==> src/rtl/ras_pkg.sv <==
package ras_pkg;

  // Encoding of the request pair {push, pop}
  typedef enum logic [1:0] {
    OP_HOLD = 2'b00,
    OP_POP  = 2'b01,
    OP_PUSH = 2'b10,
    OP_SWAP = 2'b11
  } ras_op_e;

  // Pointer width for a ring of the given depth (at least one bit)
  function automatic int ptr_width(input int depth);
    return (depth > 2) ? $clog2(depth) : 1;
  endfunction

  // True when depth is a power of two, so the pointer can wrap naturally
  function automatic bit is_pow2(input int depth);
    return (depth > 0) && ((depth & (depth - 1)) == 0);
  endfunction

endpackage

==> src/rtl/ras_ptr.sv <==
module ras_ptr
  import ras_pkg::*;
#(
  parameter int DEPTH = 2,
  parameter int PTR_W = ptr_width(DEPTH)
) (
  input  logic             clk,
  input  logic             rst,
  input  logic             push_req,
  input  logic             pop_req,
  output logic             wr_en,
  output logic [PTR_W-1:0] wr_idx,
  output logic [PTR_W-1:0] rd_idx
);

  localparam logic [PTR_W-1:0] LAST = PTR_W'(DEPTH - 1);

  // ptr_q names the slot the next plain push writes; the top sits one below
  logic [PTR_W-1:0] ptr_q;
  logic [PTR_W-1:0] ptr_d;
  logic [PTR_W-1:0] ptr_inc;
  logic [PTR_W-1:0] ptr_dec;
  ras_op_e          op;

  generate
    if (is_pow2(DEPTH)) begin : g_wrap_pow2
      assign ptr_inc = ptr_q + 1'b1;
      assign ptr_dec = ptr_q - 1'b1;
    end else begin : g_wrap_cmp
      assign ptr_inc = (ptr_q == LAST) ? '0 : ptr_q + 1'b1;
      assign ptr_dec = (ptr_q == '0) ? LAST : ptr_q - 1'b1;
    end
  endgenerate

  always_comb op = ras_op_e'({push_req, pop_req});

  always_comb begin
    ptr_d  = ptr_q;
    wr_idx = ptr_q;
    case (op)
      OP_PUSH: ptr_d = ptr_inc;
      OP_POP:  ptr_d = ptr_dec;
      OP_SWAP: wr_idx = ptr_dec;   // pop then push: rewrite the top slot
      default: ;
    endcase
  end

  assign wr_en  = push_req && !rst;
  assign rd_idx = ptr_dec;

  always_ff @(posedge clk) begin
    if (rst) ptr_q <= '0;
    else     ptr_q <= ptr_d;
  end

endmodule

==> src/rtl/ras_store.sv <==
module ras_store #(
  parameter int DATA_W = 12,
  parameter int DEPTH  = 2,
  parameter int IDX_W  = 1
) (
  input  logic              clk,
  input  logic              wr_en,
  input  logic [IDX_W-1:0]  wr_idx,
  input  logic [DATA_W-1:0] wr_data,
  input  logic [IDX_W-1:0]  rd_idx,
  output logic [DATA_W-1:0] rd_data
);

  // No reset on the array: contents survive reset and map onto LUT RAM
  logic [DATA_W-1:0] slots [DEPTH];

  always_ff @(posedge clk) begin
    if (wr_en) slots[wr_idx] <= wr_data;
  end

  assign rd_data = slots[rd_idx];

endmodule

==> src/rtl/ret_addr_stack.sv <==
module ret_addr_stack #(
  parameter int ADDR_W = 12,
  parameter int DEPTH  = 2
) (
  input  logic              clk,
  input  logic              rst,
  input  logic              push_en,
  input  logic [ADDR_W-1:0] push_addr,
  input  logic              pop_en,
  output logic [ADDR_W-1:0] tos_addr
);

  localparam int PTR_W = ras_pkg::ptr_width(DEPTH);

  logic             wr_en;
  logic [PTR_W-1:0] wr_idx;
  logic [PTR_W-1:0] rd_idx;

  ras_ptr #(
    .DEPTH (DEPTH),
    .PTR_W (PTR_W)
  ) u_ptr (
    .clk      (clk),
    .rst      (rst),
    .push_req (push_en),
    .pop_req  (pop_en),
    .wr_en    (wr_en),
    .wr_idx   (wr_idx),
    .rd_idx   (rd_idx)
  );

  ras_store #(
    .DATA_W (ADDR_W),
    .DEPTH  (DEPTH),
    .IDX_W  (PTR_W)
  ) u_mem (
    .clk     (clk),
    .wr_en   (wr_en),
    .wr_idx  (wr_idx),
    .wr_data (push_addr),
    .rd_idx  (rd_idx),
    .rd_data (tos_addr)
  );

endmodule

==> config.mk <==
export PLATFORM = sky130hd
export DESIGN_NAME = ret_addr_stack
export DESIGN_NICKNAME = d
export VERILOG_FILES = /design/src/rtl/ras_pkg.sv /design/src/rtl/ras_ptr.sv /design/src/rtl/ras_store.sv /design/src/rtl/ret_addr_stack.sv
export SDC_FILE = /design/constraint.sdc
export NUM_CORES = 1
export LEC_CHECK = 0
export BUFFER_PORTS_ARGS = -buffer_cell sky130_fd_sc_hd__buf_4
export CAP_MARGIN = 10
export CELL_PAD_IN_SITES_DETAIL_PLACEMENT = 1
export CELL_PAD_IN_SITES_GLOBAL_PLACEMENT = 1
export CORE_AREA = 4 4 55 57
export CTS_CLUSTER_DIAMETER = 30
export DETAILED_ROUTE_END_ITERATION = 8
export DIE_AREA = 0 0 59 61
export GPL_TIMING_DRIVEN = 0
export PLACE_DENSITY = 0.74
export SYNTH_ARGS = -nofsm -noshare
export SYNTH_HDL_FRONTEND = slang
export SYNTH_SLANG_ARGS = --single-unit
==> constraint.sdc <==
create_clock -name clk -period 2 [get_ports clk]
set_input_delay 0.2 -clock clk [delete_from_list [all_inputs] [get_ports clk]]
set_output_delay 0.2 -clock clk [all_outputs]
set_load 0.03 [all_outputs]
==> results of run 1 <==
worst max path at each step:
stage,start,endpoint,slack (ns),cells past startpoint
4_1_cts,u_ptr.ptr_q$_SDFFE_PP0P_,u_mem.slots[1][0]$_DFFE_PP_,0.08,3
6_report,u_ptr.ptr_q$_SDFFE_PP0P_,u_mem.slots[0][0]$_DFFE_PP_,0.22,3
2_1_floorplan,u_ptr.ptr_q$_SDFFE_PP0P_,u_mem.slots[1][0]$_DFFE_PP_,0.42,3
3_3_place_gp,push_en,u_mem.slots[1][2]$_DFFE_PP_,0.04,4
3_5_place_dp,push_en,u_mem.slots[1][2]$_DFFE_PP_,-0.01,4
5_1_grt,u_ptr.ptr_q$_SDFFE_PP0P_,u_mem.slots[0][0]$_DFFE_PP_,0.11,3
where the power goes:
part,switching (uW),internal [uW]
sequential,6.87,607
combinational,128,124
clock,139,74.5
registers in the layout, summed over array words and instances (netlist names):
signal       cells
u_mem.slots     24
u_ptr.ptr_q      1
routing by layer:
layer  share of wire [%]  track usage [%]  vias to the layer above  wire length, microns
li1                    -                -                      243                     -
met3                 6.5            2.128                        0                    94
met5                   0                0                        -                     0
met1                  41            11.01                      237                   595
met2                  52            14.67                       16                   759
met4                   0            4.854                        0                     0
cell usage in the layout, fill, tap and decap left out:
cell and instances:
inv_1 1, edfxtp_1 24, ha_1 2, dfxtp_1 1, clkinv_2 1, clkbuf_4 3
buf_12 1, mux2_4 9, buf_4 27, nand2b_1 1, nor2b_2 1, mux2_2 3
xor2_1 2, nor2_1 2, buf_6 1
logic make-up after synthesis:
kind of cell             Yosys count  synth area share (%)
XOR/XNOR                           2                 1.739
adder cells (fa/ha/maj)            2                 2.484
flip-flops                        25                 73.54
AND/OR/NAND/NOR                    4                 1.989
buffers and inverters              3                 3.478
multiplexers                      12                 16.77
stage by stage:
stage / util (%) / cells / total power, uW / hold slack [ns] / setup TNS (ns)
final: 51.57 / 109 / 1080 / 0.04613 / 0
after global routing: 51.57 / 109 / 1134 / 0.02104 / 0
after CTS: 51.46 / 109 / 1093 / 0.03483 / 0
after detailed placement: 50.35 / 105 / 883.7 / 0.3753 / -0.1612
after global placement: 50.35 / 105 / 878.0 / 0.3713 / 0
after floorplan: - / 48 / 796.9 / 0.2724 / 0
cell type report:
class,count,area share [%]
well taps,30,2.938
repair buffers,27,15.87
flip-flops and latches,25,57.98
plain buffers,2,2.449
clock inverters,1,0.3918
multi-input cells,20,18.32
inverters,1,0.2938
clock buffers,3,1.763
==> impl_summary.log, run 1 <==
INFO  metric cts_tree = yes
INFO  metric reg2reg_slack = 0.22 ns
INFO  metric synthMostInstantiatedCell = edfxtp_1
INFO  metric first_global_vias = 540
INFO  metric grt_use_total = 8.968%
INFO  metric route.final.wire_length = 1.449 mm
INFO  metric place_congestion = 0.6558
INFO  metric fmax = 561.9 MHz
INFO  metric ys_ff_latch = 25
INFO  metric hold_viol = 0
INFO  metric grt_pass1_wl = 2.297 mm
INFO  metric post_cts.resized_instances = 0
INFO  metric insertion_delay = 0.30 ns
INFO  metric synth_edf_count = 24
INFO  metric sequential_cell_area = 740.7 sq um
INFO  metric layout_min_cycle_time = 1.780 ns
INFO  metric final.setup_skew = 0.001958 ns
INFO  metric worstPathBufferInverterCount = 1
INFO  metric hold_crit_class = in2reg
INFO  metric worst-endpoint-arrival = 1.72 ns
INFO  metric worstMarginPinSlew = 1.035 ns
INFO  metric detail_route.drc_violations = 0
INFO  metric die_w = 59 microns
INFO  metric core.rowCount = 18
INFO  metric detailed_place.area = 0.001247 sq mm
INFO  metric final_antenna_net_count = 0
INFO  metric ioPinCount = 28
INFO  metric place.detailed.hpwl = 1.068 mm
INFO  metric cts-root-buf = clkbuf_4
INFO  metric synth_area = 0.001007 sq mm
INFO  metric worstHoldPathCells = 2
INFO  metric power.leakage = 0.0005115 uW
INFO  metric floorplan.initialDensity = 40.66%
INFO  metric n_antenna_cell = 0
INFO  metric synth-main-ff-cell = edfxtp_1
INFO  metric fp.coreArea = 0.002477 sq mm
INFO  metric power_density = 845.6 mW/mm^2
INFO  metric cts-root-to-sink-buffers = 2
INFO  metric ys_top_cells_by_area = edfxtp_1 72%, mux2_4 13%, mux2_2 3.4%
INFO  metric post-cts-setup-buffers = 0
INFO  metric hold_buffers = 0
INFO  metric synth.top_cells.by_count = 24 x edfxtp_1, 9 x mux2_4, 3 x mux2_2
INFO  metric postLayoutCellArea = 0.001277 sq mm
INFO  metric r2r_cells = 3
INFO  metric timing.final.max_slew_violations = 0
INFO  metric avgRoutedWirePerCell = 13.29 microns
INFO  metric firstDrtPassIters = 2
INFO  metric regToRegStartpoint = u_ptr.ptr_q$_SDFFE_PP0P_
INFO  metric hold_start = rst
INFO  metric die-area = 0.003599 sq mm
INFO  metric multi_input_comb_area = 234.0 sq um
INFO  metric drv_cap = 0
INFO  metric cts.htree.levels = 1
INFO  metric final_layout_size_suffix_gt1_share = 58.23%
INFO  metric hold-path-endpoint = u_ptr.ptr_q$_SDFFE_PP0P_
INFO  metric syn-mean-instance-area = 20.98 sq um
INFO  metric drtIter0Drc = 10
INFO  metric post_synthesis_net_count = 66
INFO  metric overflow = 0
INFO  metric yosys_warnings = 0
INFO  metric layout.nets = 98
INFO  metric layout_worst_path_cycle_share = 88.98%
INFO  metric detailroute.via_count = 496
INFO  metric mean_number_of_vias_per_cell = 4.550
INFO  metric power.ir.vdd_worst = 491.6 uV
INFO  metric fill_cells = 252
INFO  metric crit_path_cell_trace = buf_6 -> xor2_1 -> nor2_1
INFO  metric worst_path_dominant_cell_family = simple AND/OR/NAND/NOR gates
INFO  metric timing.final.setup_violations = 0
INFO  metric slowest_delay = 0.80 ns
INFO  metric cts_buffers = 3
INFO  metric worst_r2r_endpoint = u_mem.slots[0][0]$_DFFE_PP_
INFO  metric slew_headroom = 30.73%
INFO  metric grt_antenna_before_repair = 0
INFO  metric synthToLayoutAreaGrowth = 26.83%
INFO  metric maximum_number_of_pins_on_one_net_before_global_route_repair = 15
INFO  metric critPathLaunchType = flop
INFO  metric numPortBuffers = 27
INFO  metric postSynthCellCount = 48
INFO  metric dp_slack = -0.01372 ns
INFO  metric worstPathRequired = 1.94 ns
INFO  metric crit_path_max_fanout = 12
INFO  metric run_status = finished, final reports clean
INFO  metric post_synthesis_cell_type_count = 12
INFO  metric clk_pin_slew = 0.13 ns
INFO  metric worst_setup_path_end_kind = flop
INFO  metric dieHeight = 61 microns
INFO  metric library_cell_occupying_the_most_area_in_the_post_synthesis_netlist = edfxtp_1
INFO  metric cpMaxStageDelayCell = nor2_1
INFO  metric synth.top_cell.area_share = 71.55%
INFO  metric critPathKind = reg2reg
INFO  metric synth_sequential_area_ratio = 73.54%
INFO  metric cts_sinks = 25
INFO  metric grt_setup_unrepaired = no
INFO  metric postSynth.asyncResetShare = 0%
INFO  metric finalWorstSetupSlack = 0.2203 ns
No activity file was read; power rests on OpenSTA's default activity.
==> run 2, diff against run 1 <==
Settings changed: PLACE_DENSITY 0.74 to default, PLACE_DENSITY_LB_ADDON from default to 0.08.
==> impl_summary.log, run 2 (same netlist as run 1, synthesis figures left out) <==
INFO  metric power.ir.vdd_worst = 529.7 uV
INFO  metric critPathKind = reg2reg
INFO  metric grt_use_total = 9.631%
INFO  metric biggestRegsByFlops = u_mem.slots x24, u_ptr.ptr_q x1
INFO  metric cts-root-to-sink-buffers = 2
INFO  metric register_ranked_first_by_flip_flop_count = u_mem.slots
INFO  metric grt_antenna_before_repair = 0
INFO  metric synthToLayoutAreaGrowth = 26.71%
INFO  metric insertion_delay = 0.30 ns
INFO  metric hold_viol = 0
INFO  metric slowest_delay = 0.78 ns
INFO  metric cts_sinks = 25
INFO  metric worstPathBufferInverterCount = 1
INFO  metric fp.coreArea = 0.002477 sq mm
INFO  metric final_cell_mix = 27 x buf_4, 24 x edfxtp_1, 9 x mux2_4
INFO  metric fmax = 564.8 MHz
INFO  metric detail_route.drc_violations = 0
INFO  metric worstMarginPinSlew = 1.015 ns
INFO  metric dieHeight = 61 microns
INFO  metric worst_path_dominant_cell_family = simple AND/OR/NAND/NOR gates
INFO  metric detailroute.via_count = 493
INFO  metric critPathLaunchType = flop
INFO  metric n_antenna_cell = 0
INFO  metric crit_path_max_fanout = 12
INFO  metric layout.nets = 98
INFO  metric first_global_vias = 558
INFO  metric timing.final.max_slew_violations = 0
INFO  metric numPortBuffers = 27
INFO  metric ioPinCount = 28
INFO  metric cts.htree.levels = 1
INFO  metric path_length_in_cells_of_the_critical_path = 3
INFO  metric place_congestion = 0.6027
INFO  metric power_density = 843.5 mW/mm^2
INFO  metric final_layout_size_suffix_gt1_share = 56.96%
INFO  metric cpMaxStageDelayCell = nor2_1
INFO  metric post_route_total_power = 1077 uW
INFO  metric layoutNonFillerInstCount = 109
INFO  metric clk_pin_slew = 0.12 ns
INFO  metric floorplan.initialDensity = 40.66%
INFO  metric run_status = finished, final reports clean
INFO  metric grt_setup_unrepaired = no
INFO  metric worstPathRequired = 1.94 ns
INFO  metric holdWs = 0.05122 ns
INFO  metric reg2reg_slack = 0.23 ns
INFO  metric mostFrequentLayoutCell = buf_4
INFO  metric slew_headroom = 32.10%
INFO  metric crit_path_cell_trace = buf_6 -> xor2_1 -> nor2_1
INFO  metric multi_input_comb_area = 234.0 sq um
INFO  metric core.rowCount = 18
INFO  metric hold_buffers = 0
INFO  metric grt_pass1_wl = 2.435 mm
INFO  metric overflow = 0
INFO  metric sequential_cell_area = 740.7 sq um
INFO  metric cts-root-buf = clkbuf_4
INFO  metric post-cts-setup-buffers = 0
INFO  metric timing.final.setup_violations = 0
INFO  metric drtIter0Drc = 6
INFO  metric place.detailed.hpwl = 1.105 mm
INFO  metric layout_worst_path_cycle_share = 88.53%
INFO  metric cts_buffers = 3
INFO  metric die_w = 59 microns
INFO  metric firstDrtPassIters = 3
INFO  metric maximum_number_of_pins_on_one_net_before_global_route_repair = 14
INFO  metric hold_crit_class = in2reg
INFO  metric numPlacedInstances = 105
INFO  metric final.setup_skew = 0.003073 ns
INFO  metric worst-endpoint-arrival = 1.71 ns
INFO  metric cts_tree = yes
INFO  metric drv_cap = 0
INFO  metric largest_register_ffs = 24
INFO  metric worst_setup_path_end_kind = flop
INFO  metric final_core_util = 51.52%
INFO  metric fill_cells = 250
INFO  metric die-area = 0.003599 sq mm
INFO  metric final_antenna_net_count = 0
INFO  metric layout_min_cycle_time = 1.771 ns
INFO  metric power.leakage = 0.0005088 uW
INFO  metric worstHoldPathCells = 2
INFO  metric r2r_cells = 3
INFO  metric mean_number_of_vias_per_cell = 4.523
INFO  metric avgRoutedWirePerCell = 13.78 microns
INFO  metric route.final.wire_length = 1.502 mm
## run 2: changes by cell type in the layout (fill, tap and decap cells not counted)
cell      previous run  this run
clkbuf_1             0         1
clkinv_2             1         0
## run 2: path summary, 6_finish.rpt
check	start	to
setup / recovery	u_ptr.ptr_q$_SDFFE_PP0P_	u_mem.slots[0][4]$_DFFE_PP_
setup reg to reg	u_ptr.ptr_q$_SDFFE_PP0P_	u_mem.slots[0][4]$_DFFE_PP_
hold / removal	rst	u_ptr.ptr_q$_SDFFE_PP0P_
hold reg to reg	u_ptr.ptr_q$_SDFFE_PP0P_	u_ptr.ptr_q$_SDFFE_PP0P_
## run 2: area by class of cell
class | instances | area share [%]
Buffer | 2 | 2.451
Clock buffer | 4 | 2.059
Inverter | 1 | 0.2941
Multi-Input combinational cell | 20 | 18.33
Sequential cell | 25 | 58.04
Tap cell | 30 | 2.941
Timing Repair Buffer | 27 | 15.88
## run 2: repair_timing
action / 4_1_cts / 5_1_grt
resized for setup: 0 / 1
hold endpoints to repair: 0 / 0
setup endpoints to repair: 0 / 12
## run 2: per-stage QoR
step           TNS [ns]  instance area (sq um)  setup slack [ns]
2_1_floorplan         0                   1007            0.4232
3_3_place_gp          0                   1247           0.02730
3_5_place_dp    -0.3973                   1247          -0.03349
4_1_cts               0                   1274           0.03609
5_1_grt               0                   1276           0.07715
6_report              0                   1276            0.2295
## run 2: per-layer routing
layer | GRT usage, % | routed length (microns) | share of wire [%]
met5 | 0 | 0 | 0
met4 | 5.825 | 27 | 1.8
met1 | 9.743 | 525 | 35
met3 | 2.340 | 101 | 6.7
met2 | 17.82 | 848 | 56
## run 2: report_power, final
group	internal (uW)	leakage, uW	total [uW]	switching [uW]
Combinational	124	0.000265	253	129
Clock	77.8	0.0000150	210	132
Sequential	607	0.000229	614	6.62
## run 2: worst reg2reg max path, cell delays in order (launching register included)
cell and delay [ns]:
dfxtp_1 0.33, buf_6 0.13, xor2_1 0.16, nor2_1 0.78
==> run 3, diff against run 2 <==
Settings changed: CORE_AREA 4 4 55 57 to 3 3 54 56, DIE_AREA 0 0 59 61 to 0 0 57 59.
==> impl_summary.log, run 3 (same netlist as run 1, synthesis figures left out) <==
INFO  metric mostFrequentLayoutCell = buf_4
INFO  metric grt_pass1_wl = 2.339 mm
INFO  metric cts.htree.levels = 1
INFO  metric detailed_place.area = 0.001247 sq mm
INFO  metric final_core_util = 51.57%
INFO  metric biggestRegsByFlops = u_mem.slots x24, u_ptr.ptr_q x1
INFO  metric dp_slack = 0.01754 ns
INFO  metric floorplan.initialDensity = 40.66%
INFO  metric layout_worst_path_cycle_share = 89.14%
INFO  metric grt_use_total = 9.453%
INFO  metric critPathLaunchType = flop
INFO  metric cts_sinks = 25
INFO  metric layout_min_cycle_time = 1.783 ns
INFO  metric avgRoutedWirePerCell = 13.59 microns
INFO  metric globalRouteMet1Util = 9.286%
INFO  metric insertion_delay = 0.31 ns
INFO  metric largest_register_ffs = 24
INFO  metric slowest_delay = 0.80 ns
INFO  metric n_antenna_cell = 0
INFO  metric register_ranked_first_by_flip_flop_count = u_mem.slots
INFO  metric maximum_number_of_pins_on_one_net_before_global_route_repair = 15
INFO  metric detail_route.drc_violations = 0
INFO  metric cts_buffers = 3
INFO  metric cpMaxStageDelayCell = nor2_1
INFO  metric numPortBuffers = 27
INFO  metric firstDrtPassIters = 3
INFO  metric switching_share = 25.47%
INFO  metric finalWorstSetupSlack = 0.2172 ns
INFO  metric post-cts-setup-buffers = 0
INFO  metric fmax = 560.9 MHz
INFO  metric final_layout_size_suffix_gt1_share = 58.23%
INFO  metric worstMarginPinSlew = 1.033 ns
INFO  metric die-area = 0.003363 sq mm
INFO  metric holdWs = 0.03733 ns
INFO  metric switching_power = 275.6 uW
INFO  metric power.ir.vdd_worst = 508.7 uV
INFO  metric fp.coreArea = 0.002477 sq mm
INFO  metric overflow = 0
INFO  metric cts-root-buf = clkbuf_4
INFO  metric met2_usage = 18.11%
INFO  metric synthToLayoutAreaGrowth = 26.83%
INFO  metric power.sequential.fraction = 56.8%
INFO  metric cts-root-to-sink-buffers = 2
INFO  metric critPathKind = reg2reg
INFO  metric detailroute.via_count = 499
INFO  metric power.share.combinational = 23.4%
INFO  metric postLayoutCellArea = 0.001277 sq mm
INFO  metric drv_cap = 0
INFO  metric slew_headroom = 30.89%
INFO  metric final_cell_mix = 27 x buf_4, 24 x edfxtp_1, 9 x mux2_4
INFO  metric die_w = 57 microns
INFO  metric run_status = finished, final reports clean
INFO  metric worstPathRequired = 1.94 ns
INFO  metric place_congestion = 0.5942
INFO  metric timing.final.max_slew_violations = 0
INFO  metric worst-endpoint-arrival = 1.72 ns
INFO  metric crit_path_max_fanout = 12
INFO  metric final_antenna_net_count = 0
INFO  metric route.final.wire_length = 1.481 mm
INFO  metric crit_path_cell_trace = buf_6 -> xor2_1 -> nor2_1
INFO  metric cts_tree = yes
INFO  metric layout.nets = 98
INFO  metric place.detailed.hpwl = 1.085 mm
INFO  metric hold_crit_class = in2reg
INFO  metric fill_cells = 256
INFO  metric worst_setup_path_end_kind = flop
INFO  metric core.rowCount = 18
INFO  metric final.setup_skew = 0.008723 ns
INFO  metric globalRoute.busiestLayer = met2
INFO  metric power.leakage = 0.0005115 uW
INFO  metric clockPowerShare = 19.8%
INFO  metric mean_number_of_vias_per_cell = 4.578
INFO  metric power_density = 846.9 mW/mm^2
INFO  metric first_global_vias = 544
INFO  metric hold_buffers = 0
INFO  metric grt_setup_unrepaired = no
INFO  metric hold_viol = 0
INFO  metric dieHeight = 59 microns
INFO  metric grt_antenna_before_repair = 0
INFO  metric drtIter0Drc = 9
INFO  metric ioPinCount = 28
INFO  metric gr-usage-met3 = 2.397%
INFO  metric clk_pin_slew = 0.12 ns
INFO  metric p_int = 806.3 uW
INFO  metric timing.final.setup_violations = 0
==> run 3: final timing paths <==
kind                                  from                            to  slack (ns)  cells past startpoint
setup / recovery  u_ptr.ptr_q$_SDFFE_PP0P_  u_mem.slots[0][10]$_DFFE_PP_        0.22                      3
hold / removal                         rst      u_ptr.ptr_q$_SDFFE_PP0P_        0.04                      2
setup reg to reg  u_ptr.ptr_q$_SDFFE_PP0P_  u_mem.slots[0][10]$_DFFE_PP_        0.22                      3
hold reg to reg   u_ptr.ptr_q$_SDFFE_PP0P_      u_ptr.ptr_q$_SDFFE_PP0P_        0.78                      4
==> run 3: area by class of cell <==
cell class	count	area, sq um	share of cell area, %
Clock inverter	1	5.005	0.3918
Buffer	2	31.28	2.449
Timing Repair Buffer	27	202.7	15.87
Sequential cell	25	740.7	57.98
Multi-Input combinational cell	20	234.0	18.32
Clock buffer	3	22.52	1.763
Tap cell	30	37.54	2.938
Inverter	1	3.754	0.2938
==> run 3: worst max-delay path, delay by kind of cell (launching register included) <==
family	cells	cell delay [ns]
DFF	1	0.33
buffers and inverters	1	0.13
xor gates and xnor gates	1	0.17
and+or+nand+nor	1	0.80
==> run 3: power groups by stage <==
| stage | combinational [uW] | sequential (uW) | clock [uW] |
|---|---|---|---|
| after floorplan | 173 | 624 | 0 |
| after global placement | 256 | 625 | 0 |
| after detailed placement | 256 | 627 | 0 |
| after CTS | 256 | 615 | 224 |
| after global routing | 271 | 617 | 240 |
| final | 253 | 614 | 215 |
==> run 3: what timing repair did <==
action / CTS / global route
hold endpoints to repair: 0 / 0
gates resized for setup: 0 / 1
endpoints found under the setup margin: 0 / 12
==> run 3: layer usage <==
layer  wire length (microns)  up-vias
met4                       8        0
met2                     828       15
met5                       0        -
li1                        -      239
met3                      98        2
met1                     546      243
==> run 3: per-stage QoR <==
step           cells  power (uW)  TNS, ns
3_5_place_dp     105       882.7        0
5_1_grt          109        1128        0
6_report         109        1082        0
4_1_cts          109        1096        0
3_3_place_gp     105       880.8  -0.1613
2_1_floorplan     48       796.9        0
